File: config.mk
export PLATFORM = sky130hd
export DESIGN_NAME = mc_datapath
export DESIGN_NICKNAME = d
export VERILOG_FILES = /design/src/rtl/mc_pkg.sv /design/src/rtl/mc_alu.sv /design/src/rtl/mc_regfile.sv /design/src/rtl/mc_datapath.sv
export SDC_FILE = /design/constraint.sdc
export NUM_CORES = 2
export LEC_CHECK = 0
export ABC_CLOCK_PERIOD_IN_PS = 6200
export BUFFER_PORTS_ARGS = -buffer_cell sky130_fd_sc_hd__buf_2
export CORE_MARGIN = 1.5
export CORE_UTILIZATION = 53
export CTS_CLUSTER_SIZE = 8
export DETAILED_ROUTE_END_ITERATION = 6
export GPL_TIMING_DRIVEN = 0
export PLACE_DENSITY_LB_ADDON = 0.12
export SLEW_MARGIN = 0
export SYNTH_ARGS = -nofsm -noshare
export SYNTH_HDL_FRONTEND = slang
export SYNTH_HIERARCHICAL = 1
export SYNTH_SLANG_ARGS = --single-unit
export TNS_END_PERCENT = 1
File: constraint.sdc
create_clock -name clk -period 6.2 [get_ports clk]
set_input_delay 0.31 -clock clk [delete_from_list [all_inputs] [get_ports clk]]
set_output_delay 0.31 -clock clk [all_outputs]
set_load 0.05 [all_outputs]
File: src/rtl/mc_pkg.sv
package mc_pkg;
  localparam logic [2:0] FN_AND = 3'b000;
  localparam logic [2:0] FN_OR  = 3'b001;
  localparam logic [2:0] FN_ADD = 3'b010;
  localparam logic [2:0] FN_SUB = 3'b110;
  localparam logic [2:0] FN_SLT = 3'b111;

  localparam logic [1:0] SRCB_REG  = 2'd0;
  localparam logic [1:0] SRCB_FOUR = 2'd1;
  localparam logic [1:0] SRCB_IMM  = 2'd2;
  localparam logic [1:0] SRCB_IMMW = 2'd3;

  localparam logic [1:0] PCS_ALU  = 2'd0;
  localparam logic [1:0] PCS_LAT  = 2'd1;
  localparam logic [1:0] PCS_JUMP = 2'd2;
endpackage

File: src/rtl/mc_alu.sv
module mc_alu #(
  parameter int W = 32
) (
  input  logic [W-1:0] a,
  input  logic [W-1:0] b,
  input  logic [2:0]   fn,
  output logic [W-1:0] y,
  output logic         zero
);
  import mc_pkg::*;

  always_comb begin
    case (fn)
      FN_AND:  y = a & b;
      FN_OR:   y = a | b;
      FN_ADD:  y = a + b;
      FN_SUB:  y = a - b;
      FN_SLT:  y = {{(W-1){1'b0}}, ($signed(a) < $signed(b))};
      default: y = '0;
    endcase
  end

  assign zero = (y == '0);
endmodule

File: src/rtl/mc_regfile.sv
module mc_regfile #(
  parameter int W  = 32,
  parameter int AW = 5
) (
  input  logic          clk,
  input  logic          rst,
  input  logic          we,
  input  logic [AW-1:0] wa,
  input  logic [W-1:0]  wd,
  input  logic [AW-1:0] ra1,
  input  logic [AW-1:0] ra2,
  output logic [W-1:0]  rd1,
  output logic [W-1:0]  rd2
);
  localparam int DEPTH = 1 << AW;

  logic [W-1:0] store [DEPTH];

  always_ff @(posedge clk) begin
    if (we && wa != '0) store[wa] <= wd;
  end

  assign rd1 = (ra1 == '0) ? '0 : store[ra1];
  assign rd2 = (ra2 == '0) ? '0 : store[ra2];


  zero_reg_chk: assert property (@(posedge clk) disable iff (rst)
    (we && wa == '0 && ra1 == '0) |=> (ra1 != '0 || rd1 == '0));
endmodule

File: src/rtl/mc_datapath.sv
module mc_datapath #(
  parameter int DATA_W = 32,
  parameter int REG_AW = 5
) (
  input  logic              clk,
  input  logic              rst,
  input  logic              pc_wr,
  input  logic              pc_wr_cond,
  input  logic [1:0]        pc_src,
  input  logic              addr_sel,
  input  logic              mem_wr,
  input  logic              ir_wr,
  input  logic              reg_wr,
  input  logic              wb_sel,
  input  logic              dst_sel,
  input  logic              alu_a_sel,
  input  logic [1:0]        alu_b_sel,
  input  logic [2:0]        alu_fn,
  input  logic [DATA_W-1:0] mem_rdata,
  output logic [DATA_W-1:0] mem_addr,
  output logic [DATA_W-1:0] mem_wdata,
  output logic              mem_we,
  output logic [5:0]        opcode,
  output logic [5:0]        funct
);
  import mc_pkg::*;

  localparam int IMM_W   = 16;
  localparam int JMP_W   = 26;
  localparam int RS_LSB  = 21;
  localparam int RT_LSB  = 16;
  localparam int RD_LSB  = 11;
  localparam int OP_LSB  = 26;
  localparam int PC_HI_W = DATA_W - JMP_W - 2;

  logic [DATA_W-1:0] pc_q, ir_q, mdr_q, a_q, b_q, lat_q;
  logic [DATA_W-1:0] sext, sext_w, alu_a, alu_b, alu_y, pc_next, rf_wd;
  logic [DATA_W-1:0] rf_rd1, rf_rd2;
  logic [REG_AW-1:0] rf_wa;
  logic              alu_zero, pc_en;

  assign sext   = {{(DATA_W-IMM_W){ir_q[IMM_W-1]}}, ir_q[IMM_W-1:0]};
  assign sext_w = {sext[DATA_W-3:0], 2'b00};

  assign alu_a = alu_a_sel ? a_q : pc_q;
  always_comb begin
    case (alu_b_sel)
      SRCB_REG:  alu_b = b_q;
      SRCB_FOUR: alu_b = DATA_W'(4);
      SRCB_IMM:  alu_b = sext;
      default:   alu_b = sext_w;
    endcase
  end

  mc_alu #(.W(DATA_W)) u_alu (
    .a(alu_a), .b(alu_b), .fn(alu_fn), .y(alu_y), .zero(alu_zero)
  );

  assign rf_wa = dst_sel ? ir_q[RD_LSB +: REG_AW] : ir_q[RT_LSB +: REG_AW];
  assign rf_wd = wb_sel ? mdr_q : lat_q;

  mc_regfile #(.W(DATA_W), .AW(REG_AW)) u_rf (
    .clk(clk), .rst(rst), .we(reg_wr), .wa(rf_wa), .wd(rf_wd),
    .ra1(ir_q[RS_LSB +: REG_AW]), .ra2(ir_q[RT_LSB +: REG_AW]),
    .rd1(rf_rd1), .rd2(rf_rd2)
  );

  always_comb begin
    case (pc_src)
      PCS_ALU:  pc_next = alu_y;
      PCS_LAT:  pc_next = lat_q;
      PCS_JUMP: pc_next = {pc_q[DATA_W-1 -: PC_HI_W], ir_q[JMP_W-1:0], 2'b00};
      default:  pc_next = pc_q;
    endcase
  end

  assign pc_en = pc_wr | (pc_wr_cond & alu_zero);

  always_ff @(posedge clk) begin
    if (rst) begin
      pc_q  <= '0;
      ir_q  <= '0;
      mdr_q <= '0;
      a_q   <= '0;
      b_q   <= '0;
      lat_q <= '0;
    end else begin
      if (pc_en) pc_q <= pc_next;
      if (ir_wr) ir_q <= mem_rdata;
      mdr_q <= mem_rdata;
      a_q   <= rf_rd1;
      b_q   <= rf_rd2;
      lat_q <= alu_y;
    end
  end

  assign mem_addr  = addr_sel ? lat_q : pc_q;
  assign mem_wdata = b_q;
  assign mem_we    = mem_wr;
  assign opcode    = ir_q[OP_LSB +: 6];
  assign funct     = ir_q[5:0];


  ir_hold_chk: assert property (@(posedge clk) disable iff (rst)
    !ir_wr |=> $stable(ir_q));


  pc_step_chk: assert property (@(posedge clk) disable iff (rst)
    (pc_wr && pc_src == PCS_ALU && !alu_a_sel && alu_b_sel == SRCB_FOUR && alu_fn == FN_ADD)
    |=> pc_q == $past(pc_q) + DATA_W'(4));


  br_hold_chk: assert property (@(posedge clk) disable iff (rst)
    (pc_wr_cond && !pc_wr && alu_fn == FN_SUB && alu_a_sel && alu_b_sel == SRCB_REG && a_q != b_q)
    |=> $stable(pc_q));


  br_take_chk: assert property (@(posedge clk) disable iff (rst)
    (pc_wr_cond && pc_src == PCS_LAT && alu_fn == FN_SUB && alu_a_sel && alu_b_sel == SRCB_REG && a_q == b_q)
    |=> pc_q == $past(lat_q));


  jump_tgt_chk: assert property (@(posedge clk) disable iff (rst)
    (pc_wr && pc_src == PCS_JUMP)
    |=> pc_q[DATA_W-PC_HI_W-1:0] == {$past(ir_q[JMP_W-1:0]), 2'b00});
endmodule

# After elaboration in Yosys (flattened, before gate mapping)
# Memory sizes are Yosys's and may differ from the RTL's. A register that Yosys moved wholly into a read port is not among the register bits.
# Index checks and enable logic that the tools add are counted.
[op_classes]
addsub = 2
multipliers = 0
n_div = 0
order_cmp = 1
n_eq_ne = 8
shifts = 0
mux = 9
n_bitwise = 5
reduce_logical = 14
[ops]
columns = ["cell", "count"]
rows = [
  ["32-bit one-hot mux with 3 select lines", 2],
  ["32-bit one-hot mux with 5 select lines", 1],
  ["32-bit two-way mux", 3],
  ["32-bit adder", 1],
  ["32-bit bitwise AND", 1],
  ["32-bit zero test", 1],
  ["32-bit < comparator", 1],
  ["32-bit bitwise OR", 1],
  ["32-bit subtractor", 1],
  ["5-bit zero test", 2],
  ["3-bit equality test, second input constant", 2],
  ["5-bit two-way mux", 1],
  ["5-bit nonzero test", 1],
  ["2-bit by 1-bit equality test with 1-bit output, second input constant", 2],
  ["2-bit equality test, second input constant", 2],
  ["2-bit zero test", 2],
  ["2-bit OR reduction", 2],
  ["3-bit by 1-bit equality test with 1-bit output, second input constant", 1],
  ["3-bit by 2-bit equality test with 1-bit output, second input constant", 1],
  ["3-bit zero test", 1],
  ["3-bit AND reduction", 1],
  ["3-bit nonzero test", 1],
  ["1-bit two-way mux", 2],
  ["2-bit AND reduction", 1],
  ["5 further kinds", 5],
]
[totals]
reg_bits = 128
latchBits = 0
mem_bits_rw = 1024
rom_bits = 0
in_bits = 50
output_inout_bits = 77
word_cells = 45
mem_count = 1
[memory_table]
columns = ["name", "words", "width", "rd", "rd_ports_with_merged_regs", "write_ports", "line_no", "text"]
rows = [
  ["u_rf.store", 32, 32, 2, 2, 1, "mc_regfile.sv:17", "logic [W-1:0] store [DEPTH];"],
]

# Longest topological paths before layout
[logic_depth]
depth_word = 8
depth_mapped = 23
depth_no_buf = 19

# Cells and area by module
# The synthesis kept the hierarchy.
[by_module_without_submodules]
columns = ["module", "instances", "cells_each", "area_each_um2"]
rows = [
  ["mc_regfile", 1, 2564, 47929.7],
  ["mc_datapath", 1, 756, 8027.7],
  ["mc_alu", 1, 797, 5338.9],
]

# Least setup slack after synthesis
# Ideal clock, no wire load.
[synth_timing]
path_kind = "input -> register"
from = "input port alu_b_sel[1]"
to = "register pc_q[15]"
setup_ns = 0.059
t_arrival_ns = 4.772
setup_slack_ns = 1.369
cell_stages = 23
path_buffers = 5
path_cell_list = "buf_2 > nor2_1 > buf_2 > buf_4 > a21o_1 > inv_1 > ha_1 > buf_6 > nor3b_1 > o31a_1 > a211o_1 > nor4_4 > o21ai_1 > a221o_1 > a31oi_1 > xnor2_1 > o22ai_1 > or4_4 > nor4b_2 > a21oi_2 > nor3_4 > buf_4 > a22o_1"
[synth_between]
elab_chain_cells = 8
word_cells_on_any_way = 15
cone_classes = "add/sub: 2; order compare: 1; eq/ne: 2; mux: 3; bitwise: 4; reduce/logical: 3"
[synth_lines]
columns = ["item", "line_no", "text"]
rows = [
  ["start: declaration", "mc_datapath.sv:17", "input logic [1:0] alu_b_sel,"],
  ["2-bit equality test, or another cell as far along", "mc_datapath.sv:47", "case (alu_b_sel)"],
  ["32-bit one-hot mux with 3 select lines *", "mc_datapath.sv:47", ""],
  ["via alu_b[20]", "mc_datapath.sv:37", "logic [DATA_W-1:0] sext, sext_w, alu_a, alu_b, alu_y, pc_next, rf_wd;"],
  ["32-bit subtractor / 32-bit adder (equally long branches)", "mc_alu.sv:17, mc_alu.sv:16", ""],
  ["32-bit one-hot mux with 5 select lines *", "mc_alu.sv:13", "case (fn)"],
  ["via alu_y[26]", "mc_datapath.sv:37", ""],
  ["32-bit zero test *", "mc_alu.sv:23", "assign zero = (y == '0);"],
  ["via alu_zero", "mc_datapath.sv:40", "logic alu_zero, pc_en;"],
  ["1-bit bitwise AND *", "mc_datapath.sv:77", "assign pc_en = pc_wr | (pc_wr_cond & alu_zero);"],
  ["1-bit bitwise OR *", "mc_datapath.sv:77", ""],
  ["2-bit AND reduction (no line) *", "-", ""],
  ["end signal: assignment", "mc_datapath.sv:88", "if (pc_en) pc_q <= pc_next;"],
  ["end: declaration", "mc_datapath.sv:36", "logic [DATA_W-1:0] pc_q, ir_q, mdr_q, a_q, b_q, lat_q;"],
]
# The timed path passes the listed nets; every way through them passes the cells marked *.
# A chain may end at the register's enable or synchronous reset.

# Worst setup path in the final report
[layout_timing]
from = "register ir_q[15]"
to = "register pc_q[25]"
[layout_between]
elab_chain_cells = 7
word_cells_on_any_way = 12
cone_classes = "add/sub: 2; order compare: 1; mux: 3; bitwise: 4; reduce/logical: 2"
[layout_lines]
columns = ["item", "line_no", "text"]
rows = [
  ["start: declaration", "mc_datapath.sv:36", ""],
  ["start signal: assignment", "mc_datapath.sv:89", "if (ir_wr) ir_q <= mem_rdata;"],
  ["32-bit one-hot mux with 3 select lines *", "mc_datapath.sv:47", ""],
  ["via alu_b[18]", "mc_datapath.sv:37", ""],
  ["32-bit subtractor / 32-bit adder (equally long branches)", "mc_alu.sv:17, mc_alu.sv:16", ""],
  ["32-bit one-hot mux with 5 select lines *", "mc_alu.sv:13", ""],
  ["via alu_y[22]", "mc_datapath.sv:37", ""],
  ["32-bit zero test *", "mc_alu.sv:23", ""],
  ["via alu_zero", "mc_datapath.sv:40", ""],
  ["1-bit bitwise AND *", "mc_datapath.sv:77", ""],
  ["1-bit bitwise OR *", "mc_datapath.sv:77", ""],
  ["2-bit AND reduction (no line) *", "-", ""],
]
# Marks and branches as above.

==> run_results.csv <==
group,metric,value,unit
finish,final_core_util,61.4,%
detailed_routing,wl,240000,um
die,rows,124,
pwr,power_density,297,mW/mm2
pwr,power.leakage,24.0,nW
pwr,power.total,20.9,mW
synth,synth.distinct_cells,100,
die,die_h,343,um
worst_setup_path,r2r-start,"ir_q[15]",
worst_setup_path,max_stage_delay,0.50,ns
finish,layout_commonest_cell,"edfxtp_1",
worst_setup_path,cp_common_cell,"a21o_1",
clock_network,cts-root-buf,"clkbuf_16",
clock_network,cts_max_level,4,
sta,hold_violations,0,
grt,grtUsageTotal,40.7,%
die,initial_core_util,53.5,%
worst_setup_path,worstSetupPathType,"register to register",
detailed_routing,wire_per_inst,39.4,um
placed_design,dp.cells,5824,
finish,area_growth,14.7,%
finish,final_cell_mix,"1,024 x edfxtp_1, 374 x mux2i_1, 298 x mux4_2, 220 x buf_2, 192 x dfxtp_1",
synth,async_flop_share,0,%
worst_hold_path,worstHoldStart,"rst",
worst_setup_path,critPathMaxFanout,10,
worst_setup_path,crit_path_end,"pc_q[25]",
sta,worstMarginPinSlew,1.55,ns
grt,antenna_found_initial,18,
sta,tns,0,ns
synth,synth.yosys.warnings,6,
finish,final_cells,6075,
grt,grt_max_degree,33,
outcome,violations,"design-rule violations, max-capacitance violations, max-slew violations",
finish,drive_above_1_share,24.5,%
clock_network,cts_sinks,1216,
sta,setup_violations,0,
detailed_routing,detail-route-antenna-nets,0,
worst_setup_path,reg2regPathDepth,22,
detailed_routing,dr.first_iter.drc_count,6276,
synth,netlist_instances,4117,
die,die_w,343,um
detailed_routing,drtPass1Iterations,7,
placed_design,dpl_cell_area,0.0653,mm2
sta,rsz0062_at_grt,"no",
synth,yosys_register_bits,1216,
worst_setup_path,path_cells,"and2_4, clkbuf_4, a21o_1, inv_1, ha_1, buf_2, nand2_1, a21oi_1, a221oi_1, o31a_1, a21o_1, a2bb2oi_1, o221ai_2, a2111oi_4, nor4b_1, nand4b_1, nor4b_4, buf_4, a21o_4, a21oi_4, buf_6, a22o_2",
worst_hold_path,hold_class,"input pin to register",
clock_network,clk_latency,0.78,ns
finish,design_area,0.0703,mm2
sta,drv_slew,32,
finish,nNetsFinal,4672,
worst_setup_path,r2r_setup_slack,0.18,ns
clock_network,cts_tree,"done",
sta,fin_crit,6.02,ns
placed_design,gp_congestion,0.956,
grt,grt_pass1_vias,42846,
clock_network,cts_buffer_depth,3,
run,max_cap_violations,3,
synth,yosysSeqAreaShare,56.4,%
sta,slew_headroom,-4.00,%
worst_setup_path,cp-start-kind,"register",
worst_setup_path,crit_slowest_cell,"a2111oi_4",
sta,clock_skew,0.0360,ns
synth,syn_area_per_cell,14.9,um2
detailed_routing,viasPerCell,7.21,
synth,synthFlopType,"edfxtp_1",
synth,synth_edf_count,1024,
pwr,ir_drop,290,uV
worst_setup_path,critPathArrivalTime,6.67,ns
clock_network,numCtsBuffers,170,
placed_design,portBuffers,116,
worst_setup_path,crit_path_end_kind,"register",
worst_setup_path,crit_required,6.85,ns
die,core,0.115,mm2
die,die_area,0.118,mm2
worst_setup_path,timing.rr.end,"pc_q[25]",
worst_setup_path,crit_start,"ir_q[15]",
sta,timing.final.crit_share,97.1,%
finish,fillers,8645,
detailed_routing,dr_total_vias,43789,
detailed_routing,drc,29,
sta,max_freq,166,MHz
outcome,outcome,"finished with violations",
grt,overflow,0,
synth,syn_area,0.0613,mm2
grt,grt_pass1_wl,329000,um
placed_design,dpl.hpwl,170000,um
clock_network,clk_pin_slew,0.05,ns
die,pin_count,127,
## worst min-delay path by stage
stage	to	cells after the start
after detailed placement	ir_q[31]	2
after global placement	ir_q[27]	2
after CTS	pc_q[14]	3
after floorplan	mdr_q[0]	1
after global routing	pc_q[14]	3
final	pc_q[14]	3
## area by class of cell
| class | count | area (um2) | share of cell area, % |
|---|---|---|---|
| Antenna cell | 9 | 22.5 | 0.0320 |
| Buffer | 338 | 1790 | 2.54 |
| Clock buffer | 199 | 4430 | 6.29 |
| Clock inverter | 9 | 105 | 0.149 |
| Inverter | 114 | 428 | 0.608 |
| Multi-Input combinational cell | 2479 | 24900 | 35.5 |
| Sequential cell | 1216 | 34600 | 49.2 |
| Tap cell | 1512 | 1890 | 2.69 |
| Timing Repair Buffer | 199 | 2130 | 3.02 |
## kinds of logic after synthesis
kind of cell / count (synthesis) / synth area share, %
compound gates: 777 / 9.42
xor+xnor: 23 / 0.329
fa+ha+maj: 104 / 2.15
buf+inv: 453 / 3.61
flops: 1216 / 56.4
mux: 904 / 22.6
other cells: 1 / 0.00612
simple gates: 639 / 5.41
## registers in the layout, summed over array words and instances, names as in the netlist
signal      cells
u_rf/store   1024
a_q            32
pc_q           32
ir_q           32
lat_q          32
mem_wdata      32
mdr_q          32
## per-stage QoR
step	hold slack, ns	setup slack, ns
floorplan	0.438	1.37
global placement	0.476	-1.30
detailed placement	0.485	-1.32
CTS	0.0702	0.0375
global route	0.130	0.0293
finish	0.112	0.181
## where the power goes
part	switching, mW	internal (mW)
clock	3.30	4.93
combinational	2.32	1.11
sequential	0.117	9.13
total	5.74	15.2
## synth_stat cells, drive strengths merged (7+ instances only)
library cell	number	area, um2
o211ai	18	145
or3	7	43.8
o31ai	9	67.6
a22o	40	359
nor3	32	176
nor4	8	65.1
dfxtp	192	3840
o221ai	68	596
o2111ai	11	96.3
mux4	352	8130
nand2	141	529
ha	102	1280
o22ai	12	75.1
edfxtp	1024	30700
a21o	35	270
inv	114	428
a21oi	132	679
nor2	158	601
and3	12	75.1
a22oi	92	691
nand3	13	65.1
mux2	178	2000
nor2b	173	1080
or2	7	43.8
nand4	39	250
a221oi	64	692
a211oi	77	578
clkbuf	141	533
buf	198	1250
mux2i	374	3740
o21ai	114	574
xnor2	17	149
a311oi	34	298
a2111oi	13	126
and2	11	68.8
nand2b	8	50.1
## per-layer routing
metal / wire length (um) / vias to the layer above / part of all wire (%) / global-route usage, %
met3: 32900 / 795 / 14 / 14.0
met2: 107000 / 3583 / 45 / 61.6
li1: - / 17272 / - / -
met5: 38 / - / 0.016 / 0
met1: 83300 / 22133 / 35 / 50.9
met4: 16400 / 6 / 6.8 / 23.9
## worst max-delay path: cells and delay by family (launching register included)
kind,cells,cell delay [ns]
compound gates,11,2.80
flops,1,0.42
simple gates,5,1.45
fa+ha+maj,1,0.33
buf+inv,5,0.89
## timing repair
action	4_1_cts	5_1_grt
buffers inserted	1	1
setup endpoints to repair	32	32
pin swaps	2	4
gates cloned	0	0
resized for setup	10	12
hold buffers	33	0
hold endpoints to repair	64	0
Power figures use the tool's default switching activity.
